--- src/rtl/iqPkg.sv ---
`timescale 1ns/1ps
package iqPkg;
  // strobes handed from the control to the datapath each cycle
  typedef struct packed {
    logic dispWe;     // accepted dispatch writes an entry and claims a register
    logic issueFire;  // presented entry leaves the queue at this edge
  } iqStrobe_t;
endpackage

--- src/rtl/iqRegStatus.sv ---
`timescale 1ns/1ps
module iqRegStatus #(
  parameter int REGS   = 8,
  parameter int TAG_W  = 3,
  parameter int DATA_W = 16,
  parameter int RD_N   = 3,
  localparam int REG_W = $clog2(REGS)
) (
  input  logic                        clk,
  input  logic                        rstN,
  input  logic                        bcValid,
  input  logic [TAG_W-1:0]            bcTag,
  input  logic [DATA_W-1:0]           bcValue,
  input  logic                        renameWe,
  input  logic [REG_W-1:0]            renameReg,
  input  logic [TAG_W-1:0]            renameTag,
  input  logic [RD_N-1:0][REG_W-1:0]  rdAddr,
  output logic [RD_N-1:0]             rdPend,
  output logic [RD_N-1:0][TAG_W-1:0]  rdTag,
  output logic [RD_N-1:0][DATA_W-1:0] rdVal
);
  logic [REGS-1:0]             pendV;
  logic [REGS-1:0][TAG_W-1:0]  tagV;
  logic [REGS-1:0][DATA_W-1:0] valV;

  for (genvar r = 0; r < REGS; r++) begin : gReg
    logic              pendR;
    logic [TAG_W-1:0]  tagR;
    logic [DATA_W-1:0] valR;
    logic              hit;
    logic              claim;

    // a register only accepts the result of the producer it still waits for
    assign hit   = bcValid && pendR && (tagR == bcTag);
    assign claim = renameWe && (renameReg == REG_W'(r));

    always_ff @(posedge clk) begin
      if (!rstN) begin
        pendR <= 1'b0;
        tagR  <= '0;
        valR  <= '0;
      end else begin
        if (hit) valR <= bcValue;
        pendR <= claim || (pendR && !hit);
        if (claim) tagR <= renameTag;
      end
    end

    assign pendV[r] = pendR;
    assign tagV[r]  = tagR;
    assign valV[r]  = valR;
  end

  for (genvar p = 0; p < RD_N; p++) begin : gRd
    assign rdPend[p] = pendV[rdAddr[p]];
    assign rdTag[p]  = tagV[rdAddr[p]];
    assign rdVal[p]  = valV[rdAddr[p]];
  end
endmodule

--- src/rtl/iqEntries.sv ---
`timescale 1ns/1ps
module iqEntries
  import iqPkg::*;
#(
  parameter int DEPTH  = 4,
  parameter int OP_W   = 4,
  parameter int TAG_W  = 3,
  parameter int DATA_W = 16,
  localparam int IDX_W = $clog2(DEPTH),
  localparam int SRC_N = 2
) (
  input  logic                         clk,
  input  logic                         rstN,
  input  iqStrobe_t                    strobe,
  input  logic [IDX_W-1:0]             wrPos,
  input  logic [IDX_W-1:0]             issueIdx,
  input  logic [OP_W-1:0]              dispOp,
  input  logic [TAG_W-1:0]             dispDstTag,
  input  logic [SRC_N-1:0]             srcPend,
  input  logic [SRC_N-1:0][TAG_W-1:0]  srcTag,
  input  logic [SRC_N-1:0][DATA_W-1:0] srcVal,
  input  logic                         bcValid,
  input  logic [TAG_W-1:0]             bcTag,
  input  logic [DATA_W-1:0]            bcValue,
  output logic [DEPTH-1:0]             entReady,
  output logic [OP_W-1:0]              issueOp,
  output logic [TAG_W-1:0]             issueDstTag,
  output logic [DATA_W-1:0]            issueSrcA,
  output logic [DATA_W-1:0]            issueSrcB
);
  // slot 0 is the oldest entry; issue collapses the younger ones down by one
  logic [DEPTH-1:0][OP_W-1:0]              opV;
  logic [DEPTH-1:0][TAG_W-1:0]             dstV;
  logic [DEPTH-1:0][SRC_N-1:0]             rdyV;
  logic [DEPTH-1:0][SRC_N-1:0][TAG_W-1:0]  tagV;
  logic [DEPTH-1:0][SRC_N-1:0][DATA_W-1:0] valV;

  // operand state for a new entry, bypassing a broadcast of the same cycle
  logic [SRC_N-1:0]             initRdy;
  logic [SRC_N-1:0][DATA_W-1:0] initVal;

  for (genvar s = 0; s < SRC_N; s++) begin : gInit
    logic catchNow;
    assign catchNow   = srcPend[s] && bcValid && (srcTag[s] == bcTag);
    assign initRdy[s] = !srcPend[s] || catchNow;
    assign initVal[s] = srcPend[s] ? bcValue : srcVal[s];
  end

  for (genvar i = 0; i < DEPTH; i++) begin : gSlot
    localparam int NXT = (i < DEPTH - 1) ? i + 1 : i;
    logic              take;
    logic              load;
    logic [OP_W-1:0]   opR;
    logic [TAG_W-1:0]  dstR;

    assign take = strobe.issueFire && (i >= int'(issueIdx));
    assign load = strobe.dispWe && (wrPos == IDX_W'(i));

    always_ff @(posedge clk) begin
      if (!rstN) begin
        opR  <= '0;
        dstR <= '0;
      end else if (load) begin
        opR  <= dispOp;
        dstR <= dispDstTag;
      end else if (take) begin
        opR  <= opV[NXT];
        dstR <= dstV[NXT];
      end
    end

    assign opV[i]  = opR;
    assign dstV[i] = dstR;

    for (genvar s = 0; s < SRC_N; s++) begin : gSrc
      logic              rdyR;
      logic [TAG_W-1:0]  tagR;
      logic [DATA_W-1:0] valR;
      logic              hRdy;
      logic [TAG_W-1:0]  hTag;
      logic [DATA_W-1:0] hVal;
      logic              wake;

      always_comb begin
        hRdy = take ? rdyV[NXT][s] : rdyR;
        hTag = take ? tagV[NXT][s] : tagR;
        hVal = take ? valV[NXT][s] : valR;
        wake = !hRdy && bcValid && (hTag == bcTag);
      end

      always_ff @(posedge clk) begin
        if (!rstN) begin
          rdyR <= 1'b0;
          tagR <= '0;
          valR <= '0;
        end else if (load) begin
          rdyR <= initRdy[s];
          tagR <= srcTag[s];
          valR <= initVal[s];
        end else begin
          rdyR <= hRdy || wake;
          tagR <= hTag;
          valR <= wake ? bcValue : hVal;
        end
      end

      assign rdyV[i][s] = rdyR;
      assign tagV[i][s] = tagR;
      assign valV[i][s] = valR;
    end

    assign entReady[i] = &rdyV[i];
  end

  assign issueOp     = opV[issueIdx];
  assign issueDstTag = dstV[issueIdx];
  assign issueSrcA   = valV[issueIdx][0];
  assign issueSrcB   = valV[issueIdx][1];
endmodule

--- src/rtl/iqCtrl.sv ---
`timescale 1ns/1ps
module iqCtrl
  import iqPkg::*;
#(
  parameter int DEPTH  = 4,
  localparam int IDX_W = $clog2(DEPTH),
  localparam int CNT_W = $clog2(DEPTH + 1)
) (
  input  logic             clk,
  input  logic             rstN,
  input  logic             dispValid,
  input  logic [DEPTH-1:0] entReady,
  output logic             dispFull,
  output logic             issueValid,
  output iqStrobe_t        strobe,
  output logic [IDX_W-1:0] wrPos,
  output logic [IDX_W-1:0] issueIdx
);
  logic [CNT_W-1:0] count;
  logic [DEPTH-1:0] occupied;
  logic [DEPTH-1:0] eligible;

  always_comb begin
    for (int j = 0; j < DEPTH; j++) occupied[j] = (j < int'(count));
    eligible = entReady & occupied;
    issueIdx = '0;
    for (int j = DEPTH - 1; j >= 0; j--) begin
      if (eligible[j]) issueIdx = IDX_W'(j);
    end
  end

  assign dispFull         = (count == CNT_W'(DEPTH));
  assign issueValid       = |eligible;
  assign strobe.issueFire = issueValid;
  assign strobe.dispWe    = dispValid && !dispFull;
  assign wrPos            = IDX_W'(count - CNT_W'(strobe.issueFire));

  always_ff @(posedge clk) begin
    if (!rstN) count <= '0;
    else       count <= count + CNT_W'(strobe.dispWe) - CNT_W'(strobe.issueFire);
  end
endmodule

--- src/rtl/iqWake.sv ---
`timescale 1ns/1ps
module iqWake
  import iqPkg::*;
#(
  parameter int DEPTH  = 4,
  parameter int REGS   = 8,
  parameter int OP_W   = 4,
  parameter int TAG_W  = 3,
  parameter int DATA_W = 16,
  localparam int REG_W = $clog2(REGS),
  localparam int IDX_W = $clog2(DEPTH)
) (
  input  logic              clk,
  input  logic              rstN,
  input  logic              dispValid,
  input  logic [OP_W-1:0]   dispOp,
  input  logic [REG_W-1:0]  dispDstReg,
  input  logic [TAG_W-1:0]  dispDstTag,
  input  logic [REG_W-1:0]  dispSrcAReg,
  input  logic [REG_W-1:0]  dispSrcBReg,
  output logic              dispFull,
  input  logic              bcValid,
  input  logic [TAG_W-1:0]  bcTag,
  input  logic [DATA_W-1:0] bcValue,
  output logic              issueValid,
  output logic [OP_W-1:0]   issueOp,
  output logic [TAG_W-1:0]  issueDstTag,
  output logic [DATA_W-1:0] issueSrcA,
  output logic [DATA_W-1:0] issueSrcB,
  input  logic [REG_W-1:0]  rdReg,
  output logic [DATA_W-1:0] rdValue,
  output logic              rdPending,
  output logic [TAG_W-1:0]  rdTag
);
  iqStrobe_t               strobe;
  logic [IDX_W-1:0]        wrPos;
  logic [IDX_W-1:0]        issueIdx;
  logic [DEPTH-1:0]        entReady;
  logic [2:0][REG_W-1:0]   rsAddr;
  logic [2:0]              rsPend;
  logic [2:0][TAG_W-1:0]   rsTag;
  logic [2:0][DATA_W-1:0]  rsVal;

  assign rsAddr = {rdReg, dispSrcBReg, dispSrcAReg};

  iqCtrl #(.DEPTH(DEPTH)) ctrl_i (
    .clk(clk), .rstN(rstN), .dispValid(dispValid), .entReady(entReady),
    .dispFull(dispFull), .issueValid(issueValid), .strobe(strobe),
    .wrPos(wrPos), .issueIdx(issueIdx)
  );

  iqRegStatus #(.REGS(REGS), .TAG_W(TAG_W), .DATA_W(DATA_W), .RD_N(3)) regs_i (
    .clk(clk), .rstN(rstN), .bcValid(bcValid), .bcTag(bcTag), .bcValue(bcValue),
    .renameWe(strobe.dispWe), .renameReg(dispDstReg), .renameTag(dispDstTag),
    .rdAddr(rsAddr), .rdPend(rsPend), .rdTag(rsTag), .rdVal(rsVal)
  );

  iqEntries #(.DEPTH(DEPTH), .OP_W(OP_W), .TAG_W(TAG_W), .DATA_W(DATA_W)) ent_i (
    .clk(clk), .rstN(rstN), .strobe(strobe), .wrPos(wrPos), .issueIdx(issueIdx),
    .dispOp(dispOp), .dispDstTag(dispDstTag),
    .srcPend(rsPend[1:0]), .srcTag(rsTag[1:0]), .srcVal(rsVal[1:0]),
    .bcValid(bcValid), .bcTag(bcTag), .bcValue(bcValue),
    .entReady(entReady), .issueOp(issueOp), .issueDstTag(issueDstTag),
    .issueSrcA(issueSrcA), .issueSrcB(issueSrcB)
  );

  assign rdValue   = rsVal[2];
  assign rdPending = rsPend[2];
  assign rdTag     = rsTag[2];
endmodule

--- config.mk ---
export PLATFORM = sky130hd
export DESIGN_NAME = iqWake
export DESIGN_NICKNAME = d
export VERILOG_FILES = /design/src/rtl/iqPkg.sv /design/src/rtl/iqRegStatus.sv /design/src/rtl/iqEntries.sv /design/src/rtl/iqCtrl.sv /design/src/rtl/iqWake.sv
export SDC_FILE = /design/constraint.sdc
export NUM_CORES = 1
export LEC_CHECK = 0
export BUFFER_PORTS_ARGS = -buffer_cell sky130_fd_sc_hd__clkbuf_2
export CAP_MARGIN = 20
export CORE_MARGIN = 1.5
export CORE_UTILIZATION = 35
export CTS_BUF_LIST = sky130_fd_sc_hd__clkbuf_16
export CTS_CLUSTER_DIAMETER = 100
export DETAILED_ROUTE_END_ITERATION = 16
export PLACE_DENSITY = 0.6
export SYNTH_ARGS = -nofsm -noshare
export SYNTH_HDL_FRONTEND = slang
export SYNTH_HIERARCHICAL = 1
export SYNTH_SLANG_ARGS = --single-unit
--- constraint.sdc ---
create_clock -name clk -period 3.1 [get_ports clk]
set_input_delay 0.465 -clock clk [delete_from_list [all_inputs] [get_ports clk]]
set_output_delay 0.465 -clock clk [all_outputs]
set_load 0.005 [all_outputs]
Word level (Yosys, flattened, before mapping) --
Index checks and enable logic that the tools add are counted. W data, S select, Z words.
Cells by class: bitwise operators 1, eq/ne operators 29, reduce and logical (&&, ||, !) cells 115, mux-type cells 90, add/sub/neg operators 3, magnitude comparators 11
Operators with widths (number):
- $mux W16 | 27
- $bmux W16 S3 | 3
- $mux W3 | 22
- $bmux W32 S2 | 1
- $logic_and A1 B1 Y1 | 60
- $eq A3 B3 Y1 | 18
- $mux W32 | 1
- $mux W4 | 7
- $bmux W3 S3 | 3
- $logic_not A1 Y1 | 19
- $logic_or A1 B1 Y1 | 18
- $reduce_bool A3 Y1 | 6
- $mux W1 | 17
- $eq A3 B3 Y1 const B | 5
- $lt A3 B4 Y1 const B | 3
- $reduce_bool A2 Y1 | 5
- $bmux W1 S3 | 3
- $bmux W4 S2 | 1
- $mux W2 | 4
- $reduce_and A2 Y1 | 4
- $bmux W3 S2 | 1
- $eq A3 B2 Y1 const B | 2
- $lt A1 B3 Y1 const A | 2
- $lt A2 B3 Y1 const A | 2
- other kinds (13) | 15
Word-level totals: register bits 351, bits of input ports 42, output and inout bits 61, word-level logic and storage cells 306

Logic depth before layout (Yosys ltp) --
word-level depth 14, depth in mapped cells 17, gate-level depth less buffers 13

Modules after synthesis --
Netlist, hierarchy kept.
Modules (own cells, without submodules):
- iqEntries | cells an instance 1220, area an instance 11260.8 µm², instances 1, sequential area each 3763.6 µm²
- iqRegStatus | cells an instance 799, area an instance 9760.6 µm², instances 1, sequential area each 3203.1 µm²
- iqCtrl | cells an instance 33, area an instance 277.8 µm², instances 1, sequential area each 60.1 µm²

Worst setup path before layout --
No wires, ideal clock.
kind reg2reg, start point register ctrl_i.count[1], end point register ent_i.gSlot[0].gSrc[0].valR[0], required time 2.969 ns, library setup time 0.131 ns, stages on the path, launching flop included 15, data arrival time 3.330 ns, period minus slack after synthesis 3.461 ns, buffers on the path 4, path slack -0.361 ns, cell sequence dfxtp_1 -> inv_1 -> ha_1 -> a211o_1 -> a21o_1 -> buf_2 -> nor3b_1 -> buf_6 -> mux2i_2 -> xnor2_1 -> or4_1 -> buf_2 -> clkbuf_1 -> a221oi_1 -> o32ai_2
On the way: longest elaborated chain between the ends 14
Ends and longest elaborated chain:
- start: declaration | line iqCtrl.sv:19 | logic [CNT_W-1:0] count;
- start signal: assignment | line iqCtrl.sv:40 | else count <= count + CNT_W'(strobe.dispWe) - CNT_W'(strobe.issueFire);
- $lt A2 B3 Y1 | line iqCtrl.sv:24 | for (int j = 0; j < DEPTH; j++) occupied[j] = (j < int'(count));
- $and A4 B4 Y4 * | line iqCtrl.sv:25 | eligible = entReady & occupied;
- $mux W2 (3 in a row) | line iqCtrl.sv:28 | if (eligible[j]) issueIdx = IDX_W'(j);
- $mux W2 * | line iqCtrl.sv:28
- net issueIdx[0] | line iqWake.sv:37 | logic [IDX_W-1:0] issueIdx;
- $ge A1 B2 Y1 * | line iqEntries.sv:56 | assign take = strobe.issueFire && (i >= int'(issueIdx));
- $logic_and A1 B1 Y1 * | line iqEntries.sv:56
- branches (longest 6 deep; another with $mux W16)
- end signal: assignment | line iqEntries.sv:99 | valR <= initVal[s];
- end signal: assignment | line iqEntries.sv:103 | valR <= wake ? bcValue : hVal;
- end: declaration | line iqEntries.sv:78 | logic [DATA_W-1:0] valR;
Mark *: on every way through the listed nets, which the timed path passes. A chain may end at the register's enable or synchronous reset.

Worst setup path after layout --
start point register ctrl_i.count[1], end point register ent_i.gSlot[0].gSrc[1].valR[0]
On the way: longest elaborated chain between the ends 14
Ends and longest elaborated chain (line):
- $lt A2 B3 Y1 | iqCtrl.sv:24
- $and A4 B4 Y4 * | iqCtrl.sv:25
- $mux W2 (3 in a row) | iqCtrl.sv:28
- $mux W2 * | iqCtrl.sv:28
- net issueIdx[0] | iqWake.sv:37
- $ge A1 B2 Y1 * | iqEntries.sv:56
- $logic_and A1 B1 Y1 * | iqEntries.sv:56
- branches (longest 6 deep; another with $mux W16)
- end signal: assignment | iqEntries.sv:99
- end signal: assignment | iqEntries.sv:103
- end: declaration | iqEntries.sv:78
Marks and branches as above.

==> flow_metrics.py <==
metrics = {
    "timing": {
        "slew_violations": 0,
        "setup_violations": 97,
        "max_freq_ghz": 0.294,
        "hold_viol": 0,
        "slew_headroom": 0.437,
        "skew_ps": 28.9,
        "rsz0062_at_grt": "true",
        "worst_slew_pin_slew_ps": 845,
        "finalCritPeriodShare": 1.10,
        "fin_ws_ps": -299,
        "fin_crit_ps": 3400,
    },
    "final_layout": {
        "nNetsFinal": 2242,
        "drive_above_1_share": 0.314,
        "final_cells": 3002,
        "post-route-util": 0.427,
        "syn_to_final_growth_pct": 20.8,
        "fillers": 5587,
    },
    "logic_synthesis": {
        "synth-seq-cells": 351,
        "async_flop_share": 0,
        "synth.top_cell.area_share": 0.330,
        "yosysMostFrequentCell": "nand2_1",
        "synth_seq_area_share": 0.330,
        "ys.flop_type": "dfxtp_1",
        "synth.area.top_cells": "dfxtp_1, mux4_2, mux2i_1",
        "yosys.area.top_type": "dfxtp_1",
        "netlist_area_sq_um": 21300,
        "syn_area_per_cell_sq_um": 10.4,
        "synth_commonest_cells": "nand2_1, dfxtp_1, mux2i_1, mux4_2, clkbuf_1",
        "syn_nets": 2100,
        "synthesis.instances": 2052,
        "yosys_warnings": 6,
        "yosysUniqueCellTypes": 64,
        "synth_edf_count": 0,
    },
    "clock_tree": {
        "cts_tree": "built",
        "clk-insertion-delay-late_ps": 560,
        "hold_buffers": 0,
        "clock_sinks": 351,
        "clk_pin_slew_ps": 60,
        "cts_buffers": 39,
        "ctsRootBufferMaster": "clkbuf_16",
        "h-tree-depth": 2,
        "cts_buffer_depth": 3,
    },
    "floorplan": {
        "die_h_um": 250,
        "core_area_sq_um": 60200,
        "row_count": 90,
        "chipWidth_um": 250,
        "die-area_sq_um": 62300,
        "io_pins": 103,
        "start_util": 0.354,
    },
    "critical_path": {
        "critPathMaxStageDelay_ps": 660,
        "crit_chain": "inv_2 > ha_4 > a211o_4 > a21o_4 > nor3b_4 > buf_12 > mux2i_4 > xnor2_2 > or4_4 > buf_12 > a221oi_4 > o32ai_2",
        "critPathLaunch": "ctrl_i/count[1]",
        "critical_path.slowest_cell": "or4_4",
        "worstSetupPathType": "reg -> reg",
        "crit_fanout": 8,
        "required_ps": 3520,
        "crit_buf_inv": 3,
        "arrival_ps": 3820,
        "cp-start-kind": "flip-flop",
        "crit_family": "simple AND/OR/NAND/NOR gates",
        "crit_top_cell": "buf_12",
        "timing.rr.start": "ctrl_i/count[1]",
        "cp-end-kind": "flip-flop",
    },
    "routing": {
        "ant_nets": 0,
        "remaining_drc_errors": 0,
        "wl_mm": 71.9,
        "routedWlPerCell_um": 24.0,
        "viasPerCell": 5.94,
        "vias": 17800,
        "drt_iter0_drc": 1498,
        "firstDrtPassIters": 5,
    },
    "power_and_ir_drop": {
        "powerDensity_nw_per_um2": 638,
        "p_leak_uw": 0.0106,
        "peakVddDrop_v": 0.000460,
    },
    "outcome": {
        "outcome": "complete, but fails checks",
        "violations": "setup timing",
    },
    "placed_design": {
        "post-dp-hpwl_mm": 46.0,
        "routabilityCongestion": 0.859,
        "dp_cells": 2896,
        "io_buffer_count": 102,
    },
    "global_routing": {
        "track_usage": 0.222,
        "overflow": 0,
        "grt_max_degree": 105,
        "grt_pass1_vias": 18000,
        "grt_pass1_wl_mm": 108,
        "antenna_found_initial": 6,
    },
    "flow_run": {
        "drv_cap": 0,
    },
    "hold_path": {
        "min_from": "dispOp[3]",
        "hp-class": "in -> reg",
    },
}
[layout make-up]
| class | count | area (sq um) | share of cell area |
|---|---|---|---|
| clock buffers | 39 | 976 | 0.0379 |
| well taps | 782 | 978 | 0.0380 |
| inverters | 42 | 160 | 0.00622 |
| multi-input cells | 1466 | 13900 | 0.538 |
| repair buffers | 294 | 2560 | 0.0994 |
| flip-flops and latches | 351 | 7030 | 0.273 |
| diodes | 2 | 5.00 | 0.000194 |
| clock inverters | 26 | 174 | 0.00676 |
[layout by cell type (no fill, tap or decap), drive strengths merged, types with 4 or more instances in the layout]
cell type	n
mux2	62
mux4	159
o32ai	32
and3	35
buf	188
a31o	7
nor3b	34
a32o	32
dfxtp	351
ha	5
a221oi	32
o221ai	32
nor2	36
clkinv	15
nand3	11
a21boi	17
nand3b	4
xor2	34
clkbuf	145
and2	16
mux2i	286
nor3	35
or4	11
nand2	453
a31oi	4
o211a	41
a221o	32
xnor2	21
inv	51
a41oi	4
[through the flow]
stage          power [uW]  hold WS (ps)  worst slack, ps  setup TNS [ps]  cell area, sq um
4_1_cts             16100           183             -211          -14890             25300
3_3_place_gp        11100           440             -305          -21840             23500
2_1_floorplan        9140           431             -136           -4660             21600
6_report            16400           198             -299          -17290             25700
3_5_place_dp        11300           451             -380          -26880             23500
5_1_grt             17100           225             -391          -28440             25700
[where the power goes]
group	switching, uW	leakage (uW)	internal, uW
clock	1950	0.000591	2440
combinational	3700	0.00719	2940
sequential	382	0.00284	5020
[final timing paths]
kind | endpoint | slack (ps) | cells after the start
hold reg to reg | ent_i/gSlot[0].gSrc[0].valR[12] | 460 | 2
setup reg to reg | ent_i/gSlot[0].gSrc[1].valR[0] | -300 | 12
hold / removal | ent_i/gSlot[3].opR[3] | 200 | 3
setup / recovery | ent_i/gSlot[0].gSrc[1].valR[0] | -300 | 12
[logic make-up after synthesis]
group           Yosys count  share of synthesized area
fa+ha+maj                 6                    0.00388
mux                     507                      0.338
simple gates            652                      0.136
xor+xnor                 55                     0.0226
buf+inv                 237                     0.0588
flops                   351                      0.330
compound gates          244                      0.111
[timing repair]
| item | 4_1_cts | 5_1_grt |
|---|---|---|
| pin swaps | 13 | 58 |
| gates resized for setup | 68 | 54 |
| endpoints found under the setup margin | 131 | 145 |
| setup buffers | 20 | 11 |
| cloned | 7 | 6 |
[worst reg2reg max path: stages, from the launching register on]
cell and delay (ps):
dfxtp_2 380, inv_2 70, ha_4 170, a211o_4 290
a21o_4 250, nor3b_4 280, buf_12 190, mux2i_4 280
xnor2_2 110, or4_4 660, buf_12 210, a221oi_4 290
o32ai_2 100
[registers in the layout, summed over array words and instances, names as in the netlist]
register / cells
ctrl_i/count: 3
ent_i/gSlot.dstR: 12
ent_i/gSlot.gSrc.hRdy: 2
ent_i/gSlot.gSrc.hTag: 6
ent_i/gSlot.gSrc.hVal: 32
ent_i/gSlot.gSrc.rdyR: 6
ent_i/gSlot.gSrc.tagR: 18
ent_i/gSlot.gSrc.valR: 96
ent_i/gSlot.opR: 16
regs_i/gReg.pendR: 8
regs_i/gReg.tagR: 24
regs_i/gReg.valR: 128
[per-layer routing]
metal  wire, um  up-vias  global-route usage
met5         47        -                   0
met4       2970        8              0.0936
met3       4860      201              0.0377
met2      34200      717               0.366
met1      29900     8958               0.286
li1           -     7934                   -
Note: power is estimated with default switching activity, not from simulation.
